$ cat config.mk
export PLATFORM = sky130hd
export DESIGN_NAME = l1_act_ctrl
export DESIGN_NICKNAME = d
export VERILOG_FILES = /design/src/rtl/l1a_pkg.sv /design/src/rtl/ci_rx_decode.sv /design/src/rtl/t3_timer.sv /design/src/rtl/l1_act_fsm.sv /design/src/rtl/ci_tx_frame.sv /design/src/rtl/l1_act_ctrl.sv
export SDC_FILE = /design/constraint.sdc
export NUM_CORES = 1
export LEC_CHECK = 0
export BUFFER_PORTS_ARGS = -buffer_cell sky130_fd_sc_hd__buf_2
export CELL_PAD_IN_SITES_DETAIL_PLACEMENT = 1
export CELL_PAD_IN_SITES_GLOBAL_PLACEMENT = 1
export CORE_MARGIN = 2
export CORE_UTILIZATION = 40
export DETAILED_ROUTE_END_ITERATION = 7
export GPL_TIMING_DRIVEN = 0
export PLACE_DENSITY_LB_ADDON = 0.05
export SLEW_MARGIN = 20
export SYNTH_ARGS = -nofsm -noshare
export SYNTH_HDL_FRONTEND = slang
export SYNTH_SLANG_ARGS = --single-unit
$ cat constraint.sdc
create_clock -name clk -period 0.97 [get_ports clk]
set_clock_uncertainty 0.1 [all_clocks]
set_input_delay 0.097 -clock clk [delete_from_list [all_inputs] [get_ports clk]]
set_output_delay 0.097 -clock clk [all_outputs]
set_load 0.02 [all_outputs]
$ cat src/rtl/l1a_pkg.sv
package l1a_pkg;

  typedef enum logic [2:0] {
    ST_RESET   = 3'd0,
    ST_F3_PD   = 3'd1,
    ST_F3_PEND = 3'd2,
    ST_F4      = 3'd3,
    ST_F5      = 3'd4,
    ST_F6      = 3'd5,
    ST_F7      = 3'd6,
    ST_F8      = 3'd7
  } l1_state_e;

  localparam int CODE_W = 4;

  // received indication codes
  localparam logic [CODE_W-1:0] IND_DR  = 4'h0;
  localparam logic [CODE_W-1:0] IND_RES = 4'h1;
  localparam logic [CODE_W-1:0] IND_RSY = 4'h4;
  localparam logic [CODE_W-1:0] IND_DR6 = 4'h5;
  localparam logic [CODE_W-1:0] IND_EI  = 4'h6;
  localparam logic [CODE_W-1:0] IND_PU  = 4'h7;
  localparam logic [CODE_W-1:0] IND_AR  = 4'h8;
  localparam logic [CODE_W-1:0] IND_AI8 = 4'hC;
  localparam logic [CODE_W-1:0] IND_DC  = 4'hF;

  // transmitted command codes
  localparam logic [CODE_W-1:0] CMD_DI  = 4'hF;
  localparam logic [CODE_W-1:0] CMD_AR8 = 4'h8;
  localparam logic [CODE_W-1:0] CMD_RES = 4'h1;

  typedef struct packed {
    logic              valid;
    logic [CODE_W-1:0] code;
  } ci_word_t;

endpackage

$ cat src/rtl/ci_rx_decode.sv
module ci_rx_decode
  import l1a_pkg::*;
#(
  parameter int CI_W = 8
) (
  input  logic [CI_W-1:0] rx_byte,
  input  logic            rx_strobe,
  output ci_word_t        word
);
  localparam int CHG_BIT = 1;
  localparam int LSB     = 2;
  localparam int MSB     = LSB + CODE_W - 1;

  logic unused_rx_bits;

  always_comb begin
    word.valid = rx_strobe & rx_byte[CHG_BIT];
    word.code  = rx_byte[MSB:LSB];
  end

  assign unused_rx_bits = ^{rx_byte[CI_W-1:MSB+1], rx_byte[0]};

endmodule

$ cat src/rtl/t3_timer.sv
module t3_timer #(
  parameter int T3_CYCLES = 1000
) (
  input  logic clk,
  input  logic rst_n,
  input  logic start,
  input  logic stop,
  output logic expire
);
  localparam int CW = $clog2(T3_CYCLES + 1);
  localparam logic [CW-1:0] RELOAD = CW'(T3_CYCLES);
  localparam logic [CW-1:0] ONE    = CW'(1);

  logic [CW-1:0] cnt_q, cnt_d;
  logic          run_q, run_d;

  always_comb begin
    cnt_d = cnt_q;
    run_d = run_q;
    if (start) begin
      cnt_d = RELOAD;
      run_d = 1'b1;
    end else if (stop) begin
      run_d = 1'b0;
    end else if (run_q) begin
      cnt_d = cnt_q - ONE;
      if (cnt_q == ONE) run_d = 1'b0;
    end
  end

  always_ff @(posedge clk or negedge rst_n) begin
    if (!rst_n) begin
      cnt_q <= '0;
      run_q <= 1'b0;
    end else if (start || stop || run_q) begin
      cnt_q <= cnt_d;
      run_q <= run_d;
    end
  end

  assign expire = run_q && (cnt_q == ONE);

  // expiry is a single pulse
  assert_t3_single_shot_R11: assert property (@(posedge clk) disable iff (!rst_n)
    (expire && !start) |=> !expire);

  // arming loads the full window
  assert_t3_reload_R7: assert property (@(posedge clk) disable iff (!rst_n)
    start |=> (run_q && cnt_q == RELOAD));

endmodule

$ cat src/rtl/l1_act_fsm.sv
module l1_act_fsm
  import l1a_pkg::*;
(
  input  logic              clk,
  input  logic              rst_n,
  input  ci_word_t          ind,
  input  logic              act_req,
  input  logic              t3_expire,
  output l1_state_e         state_q,
  output logic              cmd_req,
  output logic [CODE_W-1:0] cmd_code,
  output logic              act_ind_q,
  output logic              deact_ind_q,
  output logic              t3_start,
  output logic              t3_stop
);
  l1_state_e state_d;
  logic      act_d, deact_d;
  logic      boot_q;

  function automatic logic expiry_live(l1_state_e s);
    return (s == ST_F3_PD) || (s == ST_F4) || (s == ST_F5) ||
           (s == ST_F6) || (s == ST_F8);
  endfunction

  always_comb begin
    state_d  = state_q;
    cmd_req  = 1'b0;
    cmd_code = CMD_DI;
    act_d    = 1'b0;
    deact_d  = 1'b0;
    t3_start = 1'b0;
    t3_stop  = 1'b0;
    if (!boot_q) begin
      cmd_req  = 1'b1;
      cmd_code = CMD_RES;
    end else if (ind.valid) begin
      unique case (ind.code)
        IND_RES, IND_EI: begin
          state_d = ST_RESET;
          cmd_req = 1'b1;
          deact_d = (state_q == ST_F7);
        end
        IND_AI8: if (state_q != ST_F7) begin
          state_d  = ST_F7;
          cmd_req  = 1'b1;
          cmd_code = CMD_AR8;
          act_d    = 1'b1;
          t3_stop  = 1'b1;
        end
        IND_DC: if (state_q != ST_F3_PD && state_q != ST_F7) state_d = ST_F3_PD;
        IND_PU: if (state_q == ST_F3_PD) state_d = ST_F4;
        IND_AR: begin
          unique case (state_q)
            ST_RESET, ST_F3_PD, ST_F3_PEND, ST_F5, ST_F8: state_d = ST_F6;
            ST_F7: begin state_d = ST_F6; deact_d = 1'b1; end
            default: ;
          endcase
        end
        IND_RSY: begin
          unique case (state_q)
            ST_F3_PD, ST_F3_PEND, ST_F4: state_d = ST_F5;
            ST_F6: state_d = ST_F8;
            ST_F7: begin state_d = ST_F8; deact_d = 1'b1; end
            default: ;
          endcase
        end
        IND_DR: begin
          if (state_q == ST_F5 || state_q == ST_F8 || state_q == ST_F7) begin
            state_d = ST_F3_PEND;
            cmd_req = 1'b1;
            deact_d = (state_q == ST_F7);
          end
        end
        IND_DR6: if (state_q == ST_F6) begin
          state_d = ST_F3_PEND;
          cmd_req = 1'b1;
        end
        default: ;
      endcase
    end else if (act_req) begin
      if (state_q == ST_F3_PD) begin
        cmd_req  = 1'b1;
        cmd_code = CMD_AR8;
        t3_start = 1'b1;
      end
    end else if (t3_expire) begin
      if (expiry_live(state_q)) begin
        cmd_req = 1'b1;
        deact_d = 1'b1;
      end
    end
  end

  always_ff @(posedge clk or negedge rst_n) begin
    if (!rst_n) begin
      state_q     <= ST_RESET;
      act_ind_q   <= 1'b0;
      deact_ind_q <= 1'b0;
      boot_q      <= 1'b0;
    end else begin
      state_q     <= state_d;
      act_ind_q   <= act_d;
      deact_ind_q <= deact_d;
      if (!boot_q) boot_q <= 1'b1;
    end
  end

  // an activate indication marks entry into F7
  assert_act_enters_f7_R5: assert property (@(posedge clk) disable iff (!rst_n)
    act_ind_q |-> (state_q == ST_F7 && $past(state_q) != ST_F7));

  // leaving F7 always reports deactivation
  assert_f7_exit_reports_R10: assert property (@(posedge clk) disable iff (!rst_n)
    ($past(state_q) == ST_F7 && state_q != ST_F7) |-> deact_ind_q);

  // never both indications at once
  assert_one_indication_R4: assert property (@(posedge clk) disable iff (!rst_n)
    !(act_ind_q && deact_ind_q));

  // without an accepted indication the state holds
  assert_state_holds_R12: assert property (@(posedge clk) disable iff (!rst_n)
    !ind.valid |=> $stable(state_q));

endmodule

$ cat src/rtl/ci_tx_frame.sv
module ci_tx_frame
  import l1a_pkg::*;
#(
  parameter int CI_W = 8
) (
  input  logic              clk,
  input  logic              rst_n,
  input  logic              cmd_req,
  input  logic [CODE_W-1:0] cmd_code,
  output logic [CI_W-1:0]   tx_byte,
  output logic              tx_strobe
);
  localparam int PAD_W = CI_W - CODE_W - 2;

  logic [CI_W-1:0] byte_d;

  always_comb byte_d = {{PAD_W{1'b0}}, cmd_code, 2'b11};

  always_ff @(posedge clk or negedge rst_n) begin
    if (!rst_n) begin
      tx_byte   <= '0;
      tx_strobe <= 1'b0;
    end else begin
      tx_strobe <= cmd_req;
      if (cmd_req) tx_byte <= byte_d;
    end
  end

  // a strobed byte carries the framing bits and follows a request
  assert_tx_frame_R3: assert property (@(posedge clk) disable iff (!rst_n)
    tx_strobe |-> (tx_byte[1:0] == 2'b11 && $past(cmd_req)));

endmodule

$ cat src/rtl/l1_act_ctrl.sv
module l1_act_ctrl
  import l1a_pkg::*;
#(
  parameter int CI_W      = 8,
  parameter int T3_CYCLES = 1000
) (
  input  logic            clk,
  input  logic            rst_n,
  input  logic [CI_W-1:0] ci_rx_byte,
  input  logic            ci_rx_strobe,
  input  logic            l2_act_req,
  input  logic            l2_deact_req,
  output logic [CI_W-1:0] ci_tx_byte,
  output logic            ci_tx_strobe,
  output logic            l2_act_ind,
  output logic            l2_deact_ind,
  output logic [2:0]      l1_state,
  output logic            tx_enable
);
  logic              rst_meta_q, rst_sync_n;
  ci_word_t          ind;
  l1_state_e         state_q;
  logic              cmd_req, t3_start, t3_stop, t3_expire;
  logic [CODE_W-1:0] cmd_code;
  logic              unused_deact_req;

  // asynchronous assert, synchronous release
  always_ff @(posedge clk or negedge rst_n) begin
    if (!rst_n) begin
      rst_meta_q <= 1'b0;
      rst_sync_n <= 1'b0;
    end else begin
      rst_meta_q <= 1'b1;
      rst_sync_n <= rst_meta_q;
    end
  end

  ci_rx_decode #(.CI_W(CI_W)) u_rx (
    .rx_byte   (ci_rx_byte),
    .rx_strobe (ci_rx_strobe),
    .word      (ind)
  );

  l1_act_fsm u_fsm (
    .clk         (clk),
    .rst_n       (rst_sync_n),
    .ind         (ind),
    .act_req     (l2_act_req),
    .t3_expire   (t3_expire),
    .state_q     (state_q),
    .cmd_req     (cmd_req),
    .cmd_code    (cmd_code),
    .act_ind_q   (l2_act_ind),
    .deact_ind_q (l2_deact_ind),
    .t3_start    (t3_start),
    .t3_stop     (t3_stop)
  );

  t3_timer #(.T3_CYCLES(T3_CYCLES)) u_t3 (
    .clk    (clk),
    .rst_n  (rst_sync_n),
    .start  (t3_start),
    .stop   (t3_stop),
    .expire (t3_expire)
  );

  ci_tx_frame #(.CI_W(CI_W)) u_tx (
    .clk       (clk),
    .rst_n     (rst_sync_n),
    .cmd_req   (cmd_req),
    .cmd_code  (cmd_code),
    .tx_byte   (ci_tx_byte),
    .tx_strobe (ci_tx_strobe)
  );

  assign l1_state         = state_q;
  assign tx_enable        = (state_q == ST_F7);
  assign unused_deact_req = l2_deact_req;

  // indications agree with the transmit gate
  assert_gate_tracks_ind_R13: assert property (@(posedge clk) disable iff (!rst_sync_n)
    (l2_act_ind |-> tx_enable) and (l2_deact_ind |-> !tx_enable));

endmodule

### Yosys cells after proc, flatten, opt, wreduce, memory -nomap -nowiden

Index checks and enable logic that the tools add are counted.

| storage, ports and cells | value |
|---|---|
| bits in registers | 26 |
| input bits | 13 |
| output and inout port bits | 15 |
| word-level logic and storage cells | 102 |

| cells by class | value |
|---|---|
| add/sub/neg operators | 1 |
| equal/unequal tests | 26 |
| mux-type cells | 43 |
| bitwise operators | 1 |
| reductions and logical operators | 21 |

Operators by type and width:

| kind | count |
|---|---|
| two-way mux 10 bit | 3 |
| two-way mux 1 bit | 24 |
| two-way mux 3 bit | 8 |
| case mux 3 bit (8 select lines) | 1 |
| == test 4 x 3 -> 1 bit, second input constant | 4 |
| two-way mux 4 bit | 4 |
| == test 3 bit, second input constant | 4 |
| == test 4 bit, second input constant | 3 |
| != test 2 x 1 -> 1 bit, second input constant | 6 |
| == test 10 x 1 -> 1 bit, second input constant | 1 |
| AND reduction 10 bit | 1 |
| subtractor 10 x 1 -> 10 bit, second input constant | 1 |
| logical OR 1 bit | 8 |
| nonzero test 8 bit | 1 |
| == test 3 x 2 -> 1 bit, second input constant | 2 |
| != test 3 bit, second input constant | 2 |
| case mux 3 bit (2 select lines) | 1 |
| OR reduction 2 bit | 3 |
| OR reduction 6 bit | 1 |
| == test 4 x 1 -> 1 bit, second input constant | 1 |
| zero test 4 bit | 1 |
| case mux 1 bit (4 select lines) | 1 |
| == test 3 x 1 -> 1 bit, second input constant | 1 |
| zero test 3 bit | 1 |
| 8 further kinds | 9 |

### Logic depth before layout (Yosys ltp)

Gate-level depths: netlist of the first run.

| logic depth | value |
|---|---|
| depth in word-level cells | 10 |
| gate-level depth with buffers | 7 |
| depth with buffers taken out | 7 |

### By module

From an unflattened synthesis of the first run, not the netlist that was laid out.

| unflattened totals | value |
|---|---|
| cell total of the unflattened synthesis | 167 |
| area, all modules | 1640.3 sq um |

Modules (own cells, without submodules):

| module | instances | cells each | area each (sq um) | sequential area each (sq um) |
|---|---|---|---|---|
| l1_act_fsm | 1 | 88 | 726.9 | 150.1 |
| t3_timer | 1 | 55 | 586.8 | 275.3 |
| ci_tx_frame | 1 | 15 | 227.7 | 150.1 |
| l1_act_ctrl | 1 | 4 | 62.6 | 50.0 |
| ci_rx_decode | 1 | 5 | 36.3 | 0.0 |

### Worst setup path before layout of the first run

Ideal clock, no wire load.

| timing | value |
|---|---|
| path type | reg2reg |
| from | register u_t3.cnt_q[2] |
| to | register u_t3.cnt_q[9] |
| setup time | 126 ps |
| arrival | 1831 ps |
| required time | 744 ps |
| setup slack | -1087 ps |
| cell stages (with the launch flop) | 6 |
| buffers on the path | 0 |
| clock period less this slack | 2057 ps |
| cells stage by stage | dfrtp_1 or4_4 or4_4 a2111oi_2 xnor2_1 nand2_1 |

| between the ends | value |
|---|---|
| word-level cells in the longest chain between the ends | 4 |

Ends and longest elaborated chain:

| item | line | source |
|---|---|---|
| start: declaration | t3_timer.sv:14 | `logic [CW-1:0] cnt_q, cnt_d;` |
| start signal: assignment | t3_timer.sv:36 | `cnt_q <= cnt_d;` |
| subtractor 10 x 1 -> 10 bit | t3_timer.sv:26 | `cnt_d = cnt_q - ONE;` |
| two-way mux 10 bit | t3_timer.sv:25 | `end else if (run_q) begin` |
| two-way mux 10 bit | t3_timer.sv:23 | `end else if (stop) begin` |
| two-way mux 10 bit | t3_timer.sv:20 | `if (start) begin` |

Every way passes these cells. The select of a mux whose other input is x is not followed.
A chain may end at the register's enable or synchronous reset.

### Worst setup path after layout of the first run

Ends and elaborated chain as after synthesis.

==> results of run 1 <==
-- Yosys cell counts, types with 3 or more instances --
| cell | n | area [um2] |
|---|---|---|
| a2111oi_0 | 4 | 35.0 |
| a211oi_1 | 3 | 22.5 |
| a21oi_1 | 3 | 15.0 |
| a31oi_1 | 4 | 25.0 |
| buf_4 | 4 | 30.0 |
| clkbuf_1 | 10 | 37.5 |
| dfrtp_1 | 24 | 601 |
| inv_1 | 7 | 26.3 |
| mux2_1 | 3 | 33.8 |
| nand2_1 | 14 | 52.6 |
| nand2b_1 | 5 | 31.3 |
| nand3_1 | 6 | 30.0 |
| nand3b_1 | 4 | 30.0 |
| nand4_1 | 4 | 25.0 |
| nor2_1 | 9 | 33.8 |
| nor2b_1 | 6 | 37.5 |
| o21ai_0 | 5 | 25.0 |
| o21ai_1 | 4 | 20.0 |
| or3_1 | 4 | 25.0 |
| xnor2_1 | 8 | 70.1 |
-- registers in the layout, indices dropped and copies added (netlist names) --
| register | flops |
|---|---|
| u_fsm.deact_ind_q | 1 |
| u_t3.run_q | 1 |
| rst_sync_n | 1 |
| u_tx.tx_byte | 4 |
| u_fsm.state_q | 3 |
| u_fsm.act_ind_q | 1 |
| rst_meta_q | 1 |
| u_t3.cnt_q | 10 |
| u_tx.tx_strobe | 1 |
| u_fsm.boot_q | 1 |
-- cell type report --
cell class,count,area [um2]
fillers,415,1300
multi-input cells,131,1100
flip-flops and latches,24,608
repair buffers,49,469
plain buffers,12,98.8
well taps,48,60.1
clock buffers,4,55.1
inverters,7,26.3
-- how the worst max path moves through the flow --
stage | slack [ps] | endpoint
after floorplan | -1090 | u_t3.cnt_q[9]$_DFFE_PN0P_
after global placement | -1270 | u_tx.tx_byte[5]$_DFFE_PN0P_
after detailed placement | -1310 | u_tx.tx_byte[4]$_DFFE_PN0P_
after CTS | -1160 | u_fsm.deact_ind_q$_DFF_PN0_
after global routing | -1280 | u_t3.cnt_q[9]$_DFFE_PN0P_
final | -1220 | u_t3.cnt_q[9]$_DFFE_PN0P_
-- metal layers --
layer | up-vias | GRT usage [%] | share of wire (%)
met5 | - | 0 | 0
met4 | 0 | 11.2 | 3.2
met3 | 16 | 4.39 | 2.9
met2 | 43 | 54.3 | 55
met1 | 845 | 34.0 | 39
li1 | 733 | - | -
-- power groups by stage --
| stage | Clock [W] | Sequential [W] | Combinational, W |
|---|---|---|---|
| 2_1_floorplan | 0 | 0.00157 | 0.000912 |
| 3_3_place_gp | 0 | 0.00158 | 0.00118 |
| 3_5_place_dp | 0 | 0.00162 | 0.00123 |
| 4_1_cts | 0.000698 | 0.00167 | 0.00176 |
| 5_1_grt | 0.000744 | 0.00175 | 0.00224 |
| 6_report | 0.000706 | 0.00172 | 0.00207 |
-- metrics by stage --
stage | cells | utilization (%) | setup WS [ps]
final | 275 | 65.1 | -1220
after global routing | 275 | 65.1 | -1280
after CTS | 269 | 62.1 | -1160
after detailed placement | 245 | 48.5 | -1310
after global placement | 245 | 48.5 | -1270
after floorplan | 176 | - | -1090
-- timing repair --
item / CTS / global route
cloned: 0 / 0
setup endpoints to repair: 56 / 34
pin swaps: 19 / 4
endpoints found under the hold margin: 2 / 0
hold buffers: 1 / 0
buffers inserted: 20 / 7
resized for setup: 62 / 19
-- worst max-delay path, delay by kind of cell, from the launching register on --
kind	cells	cell delay (ps)
AO/OA/AOI/OAI	1	230
AND/OR/NAND/NOR	3	1160
XOR/XNOR	1	180
flip-flops	1	400
-- kinds of logic (layout without fill, tap and decap cells) --
family,count (synthesis),after routing
adders and majority gates,2,2
and+or+nand+nor,69,69
DFF,24,24
muxes,3,3
other,2,4
AOI/OAI and AO/OA,43,43
buffers and inverters,21,72
xor gates and xnor gates,10,10
==> impl_metrics.ini, run 1 <==
[outcome]
status = finished, violations left
violations = negative setup slack

[logic_synthesis]
syn_inst = 174
ys.flop_type = dfrtp_1
muxShareOfSynthArea_pct = 2.14
syn_area_per_cell_um2 = 9.08
synth_top_family_by_area = simple AND/OR/NAND/NOR gates
yosys.area_share.simple_pct = 25.5
synth_area_um2 = 1580
synth-async-reset-ratio_pct = 100
synth-xor-area-share_pct = 5.54
yosysSeqAreaShare_pct = 38.0
synth_compound_area_share_pct = 20.8
synth_seq_cells = 24
synth_fa_ha_area_share_pct = 1.58
ys_types = 52
synth_enable_flop_cells = 0
ys_warn_count = 0

[setup_path]
critical_path.max_stage_delay_ps = 570
endpoint_kind = register
critPathMaxFanout = 4
cp-start-kind = register
worst_r2r_path_depth = 5
critPathRequiredTime_ps = 1020
timing.critical_path.mode_cell = or4_4
r2r_slack_ps = -1220
rr_startpoint = u_t3.cnt_q[2]$_DFFE_PN0P_
startpoint = u_t3.cnt_q[2]$_DFFE_PN0P_
slowest_stage = or4_4
reg2reg_to = u_t3.cnt_q[9]$_DFFE_PN0P_
crit_arrival_ps = 2240
crit_chain = or4_4 > or4_4 > a2111oi_4 > xnor2_1 > nand2_1
criticalPathCategory = reg2reg

[route]
drt_iter0_markers = 141
drc = 0
ant_nets = 0
first_pass_iters = 4
drt_wl_total_um = 6070
wire_per_inst_um = 22.1
vias = 1637
viasPerCell = 5.95

[die]
start_util_pct = 42.5
ios = 28
die_w_um = 66.9
die_h_um = 66.9
die-area_um2 = 4470
num_rows = 22
core_area_um2 = 3720

[grt]
grt_util_all_layers_pct = 29.5
grt_max_degree = 23
grt_pass1_wl_um = 9600
grt_pass1_vias = 1796
grt_antenna_before_repair = 0
overflow = 0

[final_layout]
antenna_cells = 0
final_common_cell = buf_6
nets = 243
fin_area_um2 = 2420
drive_gt1_share_pct = 42.3
syn_to_final_growth_pct = 53.0
final_cell_mix = buf_6 (25), dfrtp_1 (18), buf_4 (16), nand2_1 (12), nor2_1 (9)

[sta]
hold_viol = 0
fmax_ghz = 0.456
finalCriticalPeriod_ps = 2190
worst-slew-pin-transition_ps = 626
finalMaxSlewViolations = 0
max_slew_margin_pct = 58.3
grt_setup_unrepaired = true
layout_setup_ws_ps = -1220
whs_ps = 29.3
finalSetupViolations = 34
fin_crit_sh_pct = 226
fin_tns_setup_ps = -24040

[place]
dp_hpwl_um = 3270
io_buffers = 21
place_congestion = 0.840
place_area_um2 = 1800

[cts]
clk_latency_ps = 280
htree_levels = 1
clkTransAtPathRegs_ps = 90
cts_made_buffers = 3
clock_path_buffers = 2
cts_tree = done
cts-root-buf = clkbuf_8
clock_sinks = 24

[job]
cap_viol_max_count = 0

[power_and_ir_drop]
p_int_w = 0.00268
power.density_nw_per_um2 = 1860
combPwrFrac_pct = 46.0
p_sw_w = 0.00182
power_leakage_nw = 0.980
power.total_w = 0.00450
pwr-share-seq_pct = 38.3
swShare_pct = 40.4
p_clk_share_pct = 15.7
vdd_drop_max_v = 0.00118

[worst_hold_path]
min_path_type = in2async
No activity file was read; power rests on OpenSTA's default activity.
==> inputs of run 2 (changes only) <==
- ABC_AREA: default -> 1
- CORE_UTILIZATION: 40 -> 39
==> run 2 against run 1 <==
The flow still finishes with violations (negative setup slack). Total power is 9.9% higher. Wire length is 18% lower. Setup slack better by 580 ps. Global-route usage is 8.2 points lower. Die area is 0.34% lower. Critical path type unchanged. Final cell count is 12% higher. Critical endpoint is now u_t3.cnt_q[5]$_DFFE_PN0P_.
==> impl_metrics.ini, run 2 <==
[die]
die_w_um = 66.7
core_area_um2 = 3720
die_h_um = 66.7
num_rows = 22
ios = 28
die-area_um2 = 4450
start_util_pct = 41.3

[setup_path]
critPathRequiredTime_ps = 1040
startpoint = u_fsm.state_q[1]$_DFFE_PN0P_
path_buf_inv = 2
criticalPathCategory = reg2reg
slowest_stage = dfrtp_2
reg2reg_to = u_t3.cnt_q[5]$_DFFE_PN0P_
crit_arrival_ps = 1680
rr_startpoint = u_fsm.state_q[1]$_DFFE_PN0P_
crit_family = flip-flops
endpoint_kind = register
timing.critical_path.mode_cell = nand3_4
r2r_slack_ps = -640
critPathMaxFanout = 5
worst_r2r_path_depth = 7
critical_path.max_stage_delay_ps = 480
crit_chain = inv_4 > nand3_4 > nor2_4 > nand3_4 > inv_1 > o21ai_0 > o21ai_1
cp-start-kind = register

[power_and_ir_drop]
vdd_drop_max_v = 0.00125
power_leakage_nw = 1.07
power.density_nw_per_um2 = 2240
power.total_w = 0.00495

[route]
drt_wl_total_um = 4960
first_pass_iters = 4
drc = 0
ant_nets = 0
wire_per_inst_um = 16.2
viasPerCell = 5.18
vias = 1590
drt_iter0_markers = 57

[cts]
clkTransAtPathRegs_ps = 90
clock_sinks = 24
htree_levels = 1
cts-root-buf = clkbuf_8
cts_tree = done
cts_made_buffers = 3
clk_latency_ps = 270
clock_path_buffers = 2

[logic_synthesis]
synth.area.top_cells = dfrtp_1 (39%), nand2_1 (14%), nand3_1 (7.2%), inv_1 (6.8%), nor2_1 (6.1%)
synth-async-reset-ratio_pct = 100
ys_types = 28
synth_seq_cells = 24
synth_area_um2 = 1540
syn_inst = 209
syn_area_per_cell_um2 = 7.35
synth_commonest_cells = nand2_1 (56), inv_1 (28), nor2_1 (25)
ys.flop_type = dfrtp_1
ys_warn_count = 0
netlist.area_leader.share_pct = 39.1
synth_top_area_cell = dfrtp_1
yosysSeqAreaShare_pct = 39.1
synth_enable_flop_cells = 0
yosysMostFrequentCell = nand2_1

[final_layout]
final_cell_mix = nand2_1 (46), inv_1 (23), buf_4 (21), dfrtp_1 (19)
largest_registers = u_t3.cnt_q (10), u_tx.tx_byte (4), u_fsm.state_q (3)
antenna_cells = 0
final_common_cell = nand2_1
nets = 275
drive_gt1_share_pct = 41.3
syn_to_final_growth_pct = 44.1
largest_reg_flops = 10
final_core_util_pct = 59.5
finalNonFillerCells = 307
top_register = u_t3.cnt_q
fillers = 464

[sta]
finalMaxSlewViolations = 0
grt_setup_unrepaired = true
max_slew_margin_pct = 66.0
layout_setup_ws_ps = -643
fin_crit_sh_pct = 166
finalSetupViolations = 31
finalCriticalPeriod_ps = 1610
fmax_ghz = 0.620
fin_tns_setup_ps = -13540
hold_viol = 0
worst-slew-pin-transition_ps = 511

[grt]
grt_util_all_layers_pct = 21.3
grt_pass1_vias = 1625
grt_antenna_before_repair = 0
grt_max_degree = 23
grt_pass1_wl_um = 7330
overflow = 0

[place]
place_congestion = 0.842
place_inst = 280
dpl_worst_slack_ps = -698
io_buffers = 21
dp_hpwl_um = 3070

[outcome]
violations = negative setup slack
status = finished, violations left

[job]
cap_viol_max_count = 0

[worst_hold_path]
min_path_type = in2async
-- run 2: repair_timing --
item | in CTS | in global routing
pin swaps | 3 | 10
endpoints found under the setup margin | 56 | 34
resized for setup | 43 | 29
setup buffers | 16 | 6
cloned | 0 | 1
endpoints found under the hold margin | 2 | 0
hold buffers | 1 | 0
-- run 2: power breakdown --
| part | internal (W) | total (W) | switching (W) |
|---|---|---|---|
| clock | 0.000294 | 0.000624 | 0.000330 |
| sequential | 0.00128 | 0.00163 | 0.000347 |
| combinational | 0.00118 | 0.00270 | 0.00152 |
| total | 0.00275 | 0.00495 | 0.00219 |
-- run 2: logic make-up after synthesis --
family          share of synthesized area [%]
simple gates                             39.5
buf+inv                                  10.1
flops                                    39.1
compound gates                           6.85
xor+xnor                                 2.28
fa+ha+maj                                1.63
other cells                             0.489
-- run 2: cell type report --
class / instances / area, um2 / share of cell area, %
inverter: 28 / 110 / 4.98
tap: 48 / 60.1 / 2.71
clock buffer: 4 / 45.0 / 2.04
timing repair buffer: 44 / 387 / 17.5
sequential: 24 / 607 / 27.4
buffer: 5 / 57.6 / 2.60
multi-input combinational: 154 / 946 / 42.8
-- run 2: how the worst max path moves through the flow --
stage                           endpoint  slack [ps]  cells after the start
3_5_place_dp   u_t3.cnt_q[6]$_DFFE_PN0P_        -700                      7
3_3_place_gp   u_t3.cnt_q[3]$_DFFE_PN0P_        -630                      8
2_1_floorplan  u_t3.cnt_q[3]$_DFFE_PN0P_        -520                      9
5_1_grt        u_t3.cnt_q[3]$_DFFE_PN0P_        -700                      8
6_report       u_t3.cnt_q[5]$_DFFE_PN0P_        -640                      7
4_1_cts        u_t3.cnt_q[3]$_DFFE_PN0P_        -540                      9
-- run 2: through the flow --
step	cell area, um2	hold WS, ps
2_1_floorplan	1570	-299
6_report	2210	32.9
4_1_cts	2050	26.6
3_3_place_gp	1730	-219
5_1_grt	2210	35.8
3_5_place_dp	1730	-214
-- run 2: layer usage --
| layer | track usage, % | wire (um) | vias up |
|---|---|---|---|
| li1 | - | - | 759 |
| met5 | 0 | 0 | - |
| met3 | 3.38 | 188 | 12 |
| met1 | 28.3 | 2120 | 777 |
| met4 | 4.34 | 116 | 0 |
| met2 | 36.5 | 2540 | 42 |
==> inputs of run 3 (changes only) <==
- RECOVER_POWER: default -> 25
==> run 3 against run 2 <==
The flow still finishes with violations (negative setup slack). Sequential power is essentially flat. First-iteration DRC count unchanged. Wire length stayed put. Global-route usage stayed put. Die area unchanged. Non-clock buffer count unchanged. Critical endpoint unchanged. Largest power group unchanged.
==> impl_metrics.ini, run 3 (same netlist as run 2, synthesis figures left out) <==
[die]
die-area_um2 = 4450
num_rows = 22
ios = 28
die_h_um = 66.7
start_util_pct = 41.3
die_w_um = 66.7
core_area_um2 = 3720

[outcome]
violations = negative setup slack
status = finished, violations left

[sta]
finalMaxSlewViolations = 0
whs_ps = 36.5
worst-slew-pin-transition_ps = 510
finalCriticalPeriod_ps = 1610
grt_setup_unrepaired = true
max_slew_margin_pct = 66.0
hold_viol = 0
fin_crit_sh_pct = 166
layout_setup_ws_ps = -643
fmax_ghz = 0.620
finalSetupViolations = 31
fin_tns_setup_ps = -13540

[cts]
clk_latency_ps = 270
cts-root-buf = clkbuf_8
clkTransAtPathRegs_ps = 90
cts_made_buffers = 3
clock_path_buffers = 2
cts_tree = done
clock_sinks = 24
htree_levels = 1

[grt]
overflow = 0
grt_pass1_vias = 1625
grt_antenna_before_repair = 0
grt_max_degree = 23
grt_pass1_wl_um = 7330
grt_util_all_layers_pct = 21.3

[setup_path]
criticalPathCategory = reg2reg
critPathRequiredTime_ps = 1040
cp-start-kind = register
critPathMaxFanout = 5
endpoint_kind = register
crit_arrival_ps = 1680

[final_layout]
largest_registers = u_t3.cnt_q (10), u_tx.tx_byte (4), u_fsm.state_q (3)
nets = 275
antenna_cells = 0
top_register = u_t3.cnt_q
final_cell_mix = nand2_1 (46), inv_1 (23), buf_4 (21), dfrtp_1 (19)
syn_to_final_growth_pct = 44.0
largest_reg_flops = 10
finalNonFillerCells = 307
final_common_cell = nand2_1
drive_gt1_share_pct = 40.9
fillers = 462
multi_input_area_um2 = 946
regArea_um2 = 607
fin_area_um2 = 2210

[route]
wire_per_inst_um = 16.2
vias = 1590
drt_wl_total_um = 4960
first_pass_iters = 4
ant_nets = 0
drc = 0
viasPerCell = 5.18
drt_iter0_markers = 57

[place]
place_congestion = 0.842
io_buffers = 21
place_inst = 280
place_area_um2 = 1730
dp_hpwl_um = 3070

[power_and_ir_drop]
vdd_drop_max_v = 0.00125
power_leakage_nw = 1.07
power.total_w = 0.00495
power.density_nw_per_um2 = 2240

[worst_hold_path]
min_path_type = in2async

[job]
cap_viol_max_count = 0
run 3: through the flow:
stage          util [%]  setup slack [ps]
2_1_floorplan         -              -522
3_3_place_gp       46.7              -626
3_5_place_dp       46.7              -698
4_1_cts            55.1              -537
5_1_grt            59.5              -702
6_report           59.5              -643
run 3: worst paths after layout:
path	slack (ps)	start	depth (start not counted)	endpoint
max in group asynchronous	260	rst_sync_n$_DFF_PN0_	0	u_fsm.boot_q$_DFF_PN0_
min in group clk	240	ci_rx_byte[4]	5	u_fsm.state_q[0]$_DFFE_PN0P_
worst max-delay path	-640	u_fsm.state_q[1]$_DFFE_PN0P_	7	u_t3.cnt_q[5]$_DFFE_PN0P_
worst min-delay path	40	rst_n	2	rst_meta_q$_DFF_PN0_
worst max register to register	-640	u_fsm.state_q[1]$_DFFE_PN0P_	7	u_t3.cnt_q[5]$_DFFE_PN0P_
worst min register to register	130	rst_sync_n$_DFF_PN0_	0	u_t3.cnt_q[6]$_DFFE_PN0P_
run 3: layout make-up:
cell class / instances / share of cell area [%]
multi-input combinational: 154 / 42.8
sequential: 24 / 27.4
timing repair buffer: 44 / 17.4
inverter: 28 / 4.98
tap: 48 / 2.72
buffer: 5 / 2.60
clock buffer: 4 / 2.04
run 3: worst max-delay path: stages, from the launching register on:
cell	delay, ps
dfrtp_2	480
inv_4	100
nand3_4	100
nor2_4	160
nand3_4	130
inv_1	170
o21ai_0	120
o21ai_1	140
run 3: metal layers:
metal	routed length (um)	track usage, %
met3	188	3.38
met4	116	4.34
met2	2540	36.5
met5	0	0
met1	2120	28.3
run 3: report_power, final:
part | switching [W] | internal (W)
clock | 0.000330 | 0.000294
sequential | 0.000347 | 0.00128
combinational | 0.00152 | 0.00118
run 3: what timing repair did:
item / CTS / global route
pin swaps: 3 / 10
gates cloned: 0 / 1
setup buffers: 16 / 6
endpoints found under the hold margin: 2 / 0
hold buffers: 1 / 0
setup endpoints to repair: 56 / 34
gates resized for setup: 43 / 29
